==> config.mk <==
export PLATFORM = sky130hd
export DESIGN_NAME = clamp_limited_range
export DESIGN_NICKNAME = d
export VERILOG_FILES = /design/src/rtl/clamp_pkg.sv /design/src/rtl/clamp_bound_regs.sv /design/src/rtl/clamp_limit_sel.sv /design/src/rtl/clamp_component.sv /design/src/rtl/clamp_limited_range.sv
export SDC_FILE = /design/constraint.sdc
export NUM_CORES = 1
export LEC_CHECK = 0
export BUFFER_PORTS_ARGS = -buffer_cell sky130_fd_sc_hd__buf_2
export CAP_MARGIN = 0
export CORE_ASPECT_RATIO = 0.75
export CORE_MARGIN = 2
export CORE_UTILIZATION = 35
export CTS_CLUSTER_DIAMETER = 200
export DETAILED_ROUTE_END_ITERATION = 10
export SYNTH_ARGS = -nofsm -noshare
export SYNTH_HDL_FRONTEND = slang
export SYNTH_SLANG_ARGS = --single-unit
==> constraint.sdc <==
create_clock -name clk -period 4.1 [get_ports clk]
set_clock_uncertainty 0.05 [all_clocks]
set_input_delay 0.41 -clock clk [delete_from_list [all_inputs] [get_ports clk]]
set_output_delay 0.41 -clock clk [all_outputs]
set_load 0.005 [all_outputs]
==> src/rtl/clamp_pkg.sv <==
// Shared definitions for the limited-range component clamp.
// Assumes a 3-bit format code; code values are fixed by the block's contract.
package clamp_pkg;

    typedef enum logic [2:0] {
        CFMT_NONE  = 3'd0,
        CFMT_LIM8  = 3'd1,
        CFMT_LIM10 = 3'd2,
        CFMT_LIM12 = 3'd3,
        CFMT_PROG  = 3'd7
    } clamp_fmt_e;

    // Left-aligned limited-range level: 'level' at 8-bit scale placed in a word of width w.
    function automatic int unsigned lim_level(input int unsigned level, input int unsigned w);
        return level << (w - 8);
    endfunction

endpackage

==> src/rtl/clamp_bound_regs.sv <==
// Storage for the per-component programmable clamp bounds.
// Assumes bounds are loaded all at once by a single strobe; reset loads defaults.
module clamp_bound_regs #(
    parameter int unsigned DATA_W = 12,
    parameter int unsigned NUM_CH = 3,
    parameter logic [DATA_W-1:0] DEF_LO = 12'h010,
    parameter logic [DATA_W-1:0] DEF_HI = 12'hFEF,
    localparam int unsigned BUS_W = DATA_W * NUM_CH
) (
    input  logic             clk,
    input  logic             rst_n,
    input  logic             ld,
    input  logic [BUS_W-1:0] lo_in,
    input  logic [BUS_W-1:0] hi_in,
    output logic [BUS_W-1:0] lo_q,
    output logic [BUS_W-1:0] hi_q
);

    genvar c;
    generate
        for (c = 0; c < NUM_CH; c++) begin : g_ch
            // Hold one component's bound pair; defaults on reset, capture on load.
            always_ff @(posedge clk) begin
                if (!rst_n) begin
                    lo_q[c*DATA_W +: DATA_W] <= DEF_LO;
                    hi_q[c*DATA_W +: DATA_W] <= DEF_HI;
                end else if (ld) begin
                    lo_q[c*DATA_W +: DATA_W] <= lo_in[c*DATA_W +: DATA_W];
                    hi_q[c*DATA_W +: DATA_W] <= hi_in[c*DATA_W +: DATA_W];
                end
            end
        end
    endgenerate

endmodule

==> src/rtl/clamp_limit_sel.sv <==
// Decodes the enable and format code into per-component active limits.
// Assumes DATA_W >= 8 so the limited-range levels can be left-aligned.
module clamp_limit_sel
    import clamp_pkg::*;
#(
    parameter int unsigned DATA_W = 12,
    parameter int unsigned NUM_CH = 3,
    localparam int unsigned BUS_W = DATA_W * NUM_CH
) (
    input  logic             en,
    input  logic [2:0]       fmt,
    input  logic [BUS_W-1:0] prog_lo,
    input  logic [BUS_W-1:0] prog_hi,
    output logic             active,
    output logic [BUS_W-1:0] lo,
    output logic [BUS_W-1:0] hi
);

    localparam logic [DATA_W-1:0] STD_LO = DATA_W'(lim_level(16, DATA_W));
    localparam logic [DATA_W-1:0] STD_HI = DATA_W'(lim_level(235, DATA_W));

    logic use_std;
    logic use_prog;

    // Classify the format code into standard-range, programmable or pass.
    always_comb begin
        use_std  = 1'b0;
        use_prog = 1'b0;
        case (fmt)
            CFMT_LIM8, CFMT_LIM10, CFMT_LIM12: use_std  = en;
            CFMT_PROG:                         use_prog = en;
            default: begin
                use_std  = 1'b0;
                use_prog = 1'b0;
            end
        endcase
        active = use_std | use_prog;
    end

    genvar c;
    generate
        for (c = 0; c < NUM_CH; c++) begin : g_ch
            // Pick the bound pair for one component.
            always_comb begin
                if (use_prog) begin
                    lo[c*DATA_W +: DATA_W] = prog_lo[c*DATA_W +: DATA_W];
                    hi[c*DATA_W +: DATA_W] = prog_hi[c*DATA_W +: DATA_W];
                end else begin
                    lo[c*DATA_W +: DATA_W] = STD_LO;
                    hi[c*DATA_W +: DATA_W] = STD_HI;
                end
            end
        end
    endgenerate

endmodule

==> src/rtl/clamp_component.sv <==
// Clamps one component to [lo, hi] when active, otherwise passes it.
// Assumes lo <= hi when active; if not, the lower bound test wins.
module clamp_component #(
    parameter int unsigned DATA_W = 12
) (
    input  logic              active,
    input  logic [DATA_W-1:0] x,
    input  logic [DATA_W-1:0] lo,
    input  logic [DATA_W-1:0] hi,
    output logic [DATA_W-1:0] y
);

    // Compare against both bounds and select the result.
    always_comb begin
        if (!active)      y = x;
        else if (x < lo)  y = lo;
        else if (x > hi)  y = hi;
        else              y = x;
    end

endmodule

==> src/rtl/clamp_limited_range.sv <==
// Top of the limited-range component clamp: bound storage, limit decode,
// one clamp per component and a single output register stage.
// Assumes components are packed with channel 0 (blue) in the low bits.
module clamp_limited_range #(
    parameter int unsigned DATA_W = 12,
    parameter logic [DATA_W-1:0] DEF_LO = 12'h010,
    parameter logic [DATA_W-1:0] DEF_HI = 12'hFEF
) (
    input  logic                clk,
    input  logic                rst_n,
    input  logic                in_valid,
    input  logic [3*DATA_W-1:0] in_pix,
    input  logic                clamp_en,
    input  logic [2:0]          clamp_fmt,
    input  logic                bound_ld,
    input  logic [DATA_W-1:0]   lo_r,
    input  logic [DATA_W-1:0]   hi_r,
    input  logic [DATA_W-1:0]   lo_g,
    input  logic [DATA_W-1:0]   hi_g,
    input  logic [DATA_W-1:0]   lo_b,
    input  logic [DATA_W-1:0]   hi_b,
    output logic                out_valid,
    output logic [3*DATA_W-1:0] out_pix
);

    localparam int unsigned NUM_CH = 3;
    localparam int unsigned BUS_W  = DATA_W * NUM_CH;

    logic [BUS_W-1:0] lo_in_bus, hi_in_bus;
    logic [BUS_W-1:0] lo_stored, hi_stored;
    logic [BUS_W-1:0] lo_act, hi_act;
    logic             clamp_active;
    logic [BUS_W-1:0] clamped;

    assign lo_in_bus = {lo_r, lo_g, lo_b};
    assign hi_in_bus = {hi_r, hi_g, hi_b};

    clamp_bound_regs #(
        .DATA_W(DATA_W), .NUM_CH(NUM_CH), .DEF_LO(DEF_LO), .DEF_HI(DEF_HI)
    ) u_bounds (
        .clk(clk), .rst_n(rst_n), .ld(bound_ld),
        .lo_in(lo_in_bus), .hi_in(hi_in_bus),
        .lo_q(lo_stored), .hi_q(hi_stored)
    );

    clamp_limit_sel #(
        .DATA_W(DATA_W), .NUM_CH(NUM_CH)
    ) u_sel (
        .en(clamp_en), .fmt(clamp_fmt),
        .prog_lo(lo_stored), .prog_hi(hi_stored),
        .active(clamp_active), .lo(lo_act), .hi(hi_act)
    );

    genvar c;
    generate
        for (c = 0; c < NUM_CH; c++) begin : g_clamp
            clamp_component #(.DATA_W(DATA_W)) u_comp (
                .active(clamp_active),
                .x(in_pix[c*DATA_W +: DATA_W]),
                .lo(lo_act[c*DATA_W +: DATA_W]),
                .hi(hi_act[c*DATA_W +: DATA_W]),
                .y(clamped[c*DATA_W +: DATA_W])
            );
        end
    endgenerate

    // Register the qualifier every cycle.
    always_ff @(posedge clk) begin
        if (!rst_n) out_valid <= 1'b0;
        else        out_valid <= in_valid;
    end

    // Register the clamped pixel on valid cycles only.
    always_ff @(posedge clk) begin
        if (!rst_n)        out_pix <= '0;
        else if (in_valid) out_pix <= clamped;
    end

endmodule

==> flow_summary.html <==
<table>
<tr><th>Metric</th><th>Value</th></tr>
<tr><th colspan="2">Timing</th></tr>
<tr><td>Transition time at the pin with the least slew margin</td><td>0.838 ns</td></tr>
<tr><td>Smallest setup slack after layout</td><td>1.22 ns</td></tr>
<tr><td>Count of final setup violators</td><td>0</td></tr>
<tr><td>Number of slew-limit violations in the final report</td><td>0</td></tr>
<tr><td>Max frequency</td><td>347 MHz</td></tr>
<tr><td>Aggregate negative setup slack</td><td>0 ns</td></tr>
<tr><td>Final count of hold timing violations</td><td>0</td></tr>
<tr><td>Share of the clock period used by the worst path</td><td>0.702</td></tr>
<tr><td>Max transition margin</td><td>0.439</td></tr>
<tr><td>Setup repair after global routing missed its margin</td><td>false</td></tr>
<tr><td>Post-layout minimum cycle time</td><td>2.88 ns</td></tr>
<tr><th colspan="2">Floorplanning</th></tr>
<tr><td>Num rows</td><td>43</td></tr>
<tr><td>Number of placed I/O pins</td><td>153</td></tr>
<tr><td>Overall die width</td><td>164 um</td></tr>
<tr><td>Die extent in y</td><td>124 um</td></tr>
<tr><td>Starting density of the core</td><td>0.360</td></tr>
<tr><td>Total core area</td><td>18700 um2</td></tr>
<tr><td>Die area</td><td>20300 um2</td></tr>
<tr><th colspan="2">Clock network</th></tr>
<tr><td>Clock sink count</td><td>109</td></tr>
<tr><td>Clock root buffer master</td><td>sky130_fd_sc_hd__clkbuf_16</td></tr>
<tr><td>Number of levels in the clock H-tree</td><td>3</td></tr>
<tr><td>Post-CTS Hold Fix Bufs</td><td>0</td></tr>
<tr><td>Setup bufs post-CTS</td><td>0</td></tr>
<tr><td>Clock-pin slew on the worst setup and hold paths</td><td>0.07 ns</td></tr>
<tr><td>Number of buffers created by CTS</td><td>9</td></tr>
<tr><td>Post-cts resize count</td><td>0</td></tr>
<tr><td>Worst-skew pair later-pin latency</td><td>0.36 ns</td></tr>
<tr><td>Maximum root-to-sink buffer count</td><td>2</td></tr>
<tr><td>Clock tree from TritonCTS</td><td>yes</td></tr>
<tr><th colspan="2">Pwr</th></tr>
<tr><td>Leakage</td><td>3.61 nW</td></tr>
<tr><td>Pwr/cell area</td><td>312 nW/um2</td></tr>
<tr><td>Worst vdd ir</td><td>0.000182 V</td></tr>
<tr><th colspan="2">Detailed routing</th></tr>
<tr><td>DRT antenna net count</td><td>0</td></tr>
<tr><td>Routed WL per cell</td><td>17.6 um</td></tr>
<tr><td>Number of vias per cell after detailed routing</td><td>5.35</td></tr>
<tr><td>Detailed Routing Iterations Pass 1</td><td>5</td></tr>
<tr><td>Count of unresolved DRC violations after routing</td><td>0</td></tr>
<tr><td>Final WL</td><td>20700 um</td></tr>
<tr><td>Via count</td><td>6285</td></tr>
<tr><td>Count of routing violations after the opening detailed-route iteration</td><td>519</td></tr>
<tr><th colspan="2">Run</th></tr>
<tr><td>Count of max-cap constraint violations</td><td>0</td></tr>
<tr><th colspan="2">Worst setup path</th></tr>
<tr><td>WS Path Type</td><td>input pin to flop</td></tr>
<tr><td>Worst path required time</td><td>4.32 ns</td></tr>
<tr><td>Kind of start point of the critical path</td><td>input pin</td></tr>
<tr><td>Crit Path Max Fanout</td><td>35</td></tr>
<tr><td>Worst Setup End Kind</td><td>flop</td></tr>
<tr><td>Worst path arrival time</td><td>3.10 ns</td></tr>
<tr><th colspan="2">Synth</th></tr>
<tr><td>Synthesized flop and latch total</td><td>109</td></tr>
<tr><td>Mean cell area of the mapped netlist</td><td>8.55 um2</td></tr>
<tr><td>Dominant synthesized flop cell</td><td>sky130_fd_sc_hd__dfxtp_1</td></tr>
<tr><td>Yosys cell types</td><td>57</td></tr>
<tr><td>Synthesized net count</td><td>971</td></tr>
<tr><td>Number of enable-type register cells in the synthesized netlist</td><td>0</td></tr>
<tr><td>Portion of the post-synthesis area used by sequential elements</td><td>0.325</td></tr>
<tr><td>Cell Area, Synth</td><td>6720 um2</td></tr>
<tr><td>Fraction of synthesis flops using an asynchronous set or reset pin</td><td>0</td></tr>
<tr><td>Yosys warns</td><td>0</td></tr>
<tr><td>Synthesized netlist cell count</td><td>786</td></tr>
<tr><th colspan="2">Place</th></tr>
<tr><td>Weighted congestion reported at the end of routability-driven placement</td><td>0.872</td></tr>
<tr><td>Buffers added on ports</td><td>152</td></tr>
<tr><td>Worst slack at placement</td><td>0.851 ns</td></tr>
<tr><td>Half-perimeter wire length after detailed placement</td><td>15700 um</td></tr>
<tr><th colspan="2">Global routing</th></tr>
<tr><td>First-pass GRT wire length</td><td>32200 um</td></tr>
<tr><td>Largest net degree at the start of global routing</td><td>57</td></tr>
<tr><td>Vias in the first global route</td><td>5764</td></tr>
<tr><td>Number of antenna violations at the first check in global routing</td><td>1</td></tr>
<tr><td>Total grt overflow</td><td>0</td></tr>
<tr><td>All-layer global routing usage</td><td>0.206</td></tr>
<tr><th colspan="2">Status</th></tr>
<tr><td>Result of the run</td><td>finished, final reports clean</td></tr>
<tr><th colspan="2">Layout</th></tr>
<tr><td>Number of antenna repair diodes</td><td>0</td></tr>
<tr><td>Area Overhead vs Synth</td><td>19.7%</td></tr>
<tr><td>Share of post-route cells with drive strength above 1</td><td>0.214</td></tr>
<tr><td>Total Nets Final</td><td>1108</td></tr>
<tr><td>End-of-flow core utilization</td><td>0.431</td></tr>
<tr><th colspan="2">Worst hold path</th></tr>
<tr><td>Min-delay worst type</td><td>input pin to flop</td></tr>
</table>
==> critical path, stage by stage <==
cell	delay, ns
sky130_fd_sc_hd__buf_2	0.11
sky130_fd_sc_hd__nand4_1	0.11
sky130_fd_sc_hd__buf_4	0.38
sky130_fd_sc_hd__nor2_1	0.09
sky130_fd_sc_hd__ha_1	0.30
sky130_fd_sc_hd__nand4_1	0.19
sky130_fd_sc_hd__o21ba_2	0.26
sky130_fd_sc_hd__a2111oi_0	0.46
sky130_fd_sc_hd__or2_0	0.39
sky130_fd_sc_hd__a221oi_1	0.16
sky130_fd_sc_hd__o31ai_1	0.22
==> worst paths after layout <==
path	startpoint	end	cells past startpoint	slack, ns
hold reg to reg	out_pix[25]$_SDFFE_PN0P_	out_pix[25]$_SDFFE_PN0P_	2	0.41
hold / removal	hi_g[7]	u_bounds.hi_q[19]$_SDFFE_PN1P_	3	0.21
setup / recovery	clamp_en	out_pix[27]$_SDFFE_PN0P_	11	1.22
setup reg to reg	u_bounds.hi_q[34]$_SDFFE_PN1P_	out_pix[27]$_SDFFE_PN0P_	8	1.50
==> power by group <==
part | internal, W | switching [W] | total [W]
clock network | 0.000427 | 0.000405 | 0.000832
logic | 0.000220 | 0.000267 | 0.000487
registers | 0.00113 | 0.0000551 | 0.00119
total | 0.00178 | 0.000728 | 0.00251
==> layout by cell type, fill, tap and decap left out, types with 4 or more instances in the layout <==
cell type / synthesis / layout
sky130_fd_sc_hd__nand2b_1: 6 / 6
sky130_fd_sc_hd__a221o_1: 6 / 6
sky130_fd_sc_hd__o21a_1: 7 / 7
sky130_fd_sc_hd__a22o_1: 12 / 12
sky130_fd_sc_hd__buf_4: 0 / 15
sky130_fd_sc_hd__a221oi_1: 7 / 7
sky130_fd_sc_hd__o41ai_1: 6 / 6
sky130_fd_sc_hd__mux2i_1: 72 / 72
sky130_fd_sc_hd__nand3_1: 9 / 9
sky130_fd_sc_hd__a21oi_1: 51 / 51
sky130_fd_sc_hd__clkbuf_16: 0 / 9
sky130_fd_sc_hd__ha_1: 69 / 69
sky130_fd_sc_hd__inv_1: 13 / 13
sky130_fd_sc_hd__nor2b_1: 41 / 40
sky130_fd_sc_hd__a211oi_1: 4 / 4
sky130_fd_sc_hd__a31oi_1: 12 / 12
sky130_fd_sc_hd__o2bb2ai_1: 5 / 5
sky130_fd_sc_hd__o21ai_0: 26 / 26
sky130_fd_sc_hd__dfxtp_1: 109 / 109
sky130_fd_sc_hd__o211ai_1: 11 / 11
sky130_fd_sc_hd__a22oi_1: 15 / 15
sky130_fd_sc_hd__a21o_1: 9 / 9
sky130_fd_sc_hd__a211o_1: 4 / 4
sky130_fd_sc_hd__nand2_1: 129 / 129
sky130_fd_sc_hd__buf_2: 2 / 151
sky130_fd_sc_hd__mux2_2: 4 / 4
sky130_fd_sc_hd__o221ai_1: 6 / 6
sky130_fd_sc_hd__o31ai_1: 7 / 7
sky130_fd_sc_hd__nor2_1: 45 / 45
sky130_fd_sc_hd__nor3_1: 11 / 11
sky130_fd_sc_hd__nand4_1: 10 / 10
==> logic make-up (layout without fill, tap and decap cells) <==
family	after synthesis	in the layout	synth area share
AO/OA/AOI/OAI	213	213	0.221
adder cells (fa/ha/maj)	69	69	0.129
buffers and inverters	54	195	0.0306
flip-flops	109	109	0.325
multiplexers	76	76	0.114
AND/OR/NAND/NOR	265	265	0.181
==> metrics by stage <==
step                cells  power (W)  cell area (um2)  hold slack (ns)
floorplan             786    0.00148             6720            0.383
global placement     1159    0.00169             7760            0.389
detailed placement   1159    0.00170             7760            0.392
CTS                  1174    0.00253             8040            0.206
global route         1174    0.00263             8040            0.214
finish               1174    0.00251             8040            0.214
==> routing by layer <==
metal	share of wire	vias to the layer above	global-route usage
li1	-	3167	-
met5	0.00063	-	0
met2	0.40	199	0.298
met4	0.0085	2	0.0367
met1	0.53	2902	0.318
met3	0.059	15	0.0363
==> state kept, by name, summed over array words and instances (netlist names) <==
signal         flops
out_pix           36
u_bounds.lo_q     36
u_bounds.hi_q     36
out_valid          1
==> cell usage after synthesis, types with 2 or more instances <==
cell type | n | area, um2
sky130_fd_sc_hd__a211o_1 | 4 | 35.0
sky130_fd_sc_hd__a211oi_1 | 4 | 30.0
sky130_fd_sc_hd__a21boi_0 | 3 | 22.5
sky130_fd_sc_hd__a21o_1 | 9 | 67.6
sky130_fd_sc_hd__a21oi_1 | 51 | 255
sky130_fd_sc_hd__a221o_1 | 6 | 60.1
sky130_fd_sc_hd__a221oi_1 | 7 | 61.3
sky130_fd_sc_hd__a22o_1 | 12 | 105
sky130_fd_sc_hd__a22oi_1 | 15 | 113
sky130_fd_sc_hd__a311oi_1 | 3 | 26.3
sky130_fd_sc_hd__a31o_2 | 2 | 17.5
sky130_fd_sc_hd__a31oi_1 | 12 | 75.1
sky130_fd_sc_hd__and2_1 | 3 | 18.8
sky130_fd_sc_hd__and3_1 | 2 | 12.5
sky130_fd_sc_hd__buf_1 | 7 | 26.3
sky130_fd_sc_hd__buf_2 | 2 | 10.0
sky130_fd_sc_hd__clkbuf_1 | 32 | 120
sky130_fd_sc_hd__dfxtp_1 | 109 | 2180
sky130_fd_sc_hd__ha_1 | 69 | 863
sky130_fd_sc_hd__inv_1 | 13 | 48.8
sky130_fd_sc_hd__mux2_2 | 4 | 45.0
sky130_fd_sc_hd__mux2i_1 | 72 | 721
sky130_fd_sc_hd__nand2_1 | 129 | 484
sky130_fd_sc_hd__nand2b_1 | 6 | 37.5
sky130_fd_sc_hd__nand3_1 | 9 | 45.0
sky130_fd_sc_hd__nand4_1 | 10 | 62.6
sky130_fd_sc_hd__nor2_1 | 45 | 169
sky130_fd_sc_hd__nor2b_1 | 41 | 257
sky130_fd_sc_hd__nor3_1 | 11 | 55.1
sky130_fd_sc_hd__nor3b_1 | 2 | 15.0
sky130_fd_sc_hd__o211ai_1 | 11 | 82.6
sky130_fd_sc_hd__o21a_1 | 7 | 52.6
sky130_fd_sc_hd__o21ai_0 | 26 | 130
sky130_fd_sc_hd__o21bai_1 | 2 | 15.0
sky130_fd_sc_hd__o221ai_1 | 6 | 52.6
sky130_fd_sc_hd__o22ai_1 | 2 | 12.5
sky130_fd_sc_hd__o2bb2ai_1 | 5 | 43.8
sky130_fd_sc_hd__o311ai_0 | 3 | 26.3
sky130_fd_sc_hd__o31ai_1 | 7 | 52.6
sky130_fd_sc_hd__o41ai_1 | 6 | 52.6
==> cell type report <==
type                       instances  area, um2
clock buffer                      10        239
timing repair buffer             167        888
inverter                          13       48.8
tap                              247        309
sequential                       109       2180
fill                            1887      10600
multi-input combinational        623       4340
clock inverter                     5       37.5
Note: power is estimated with default switching activity, not from simulation.
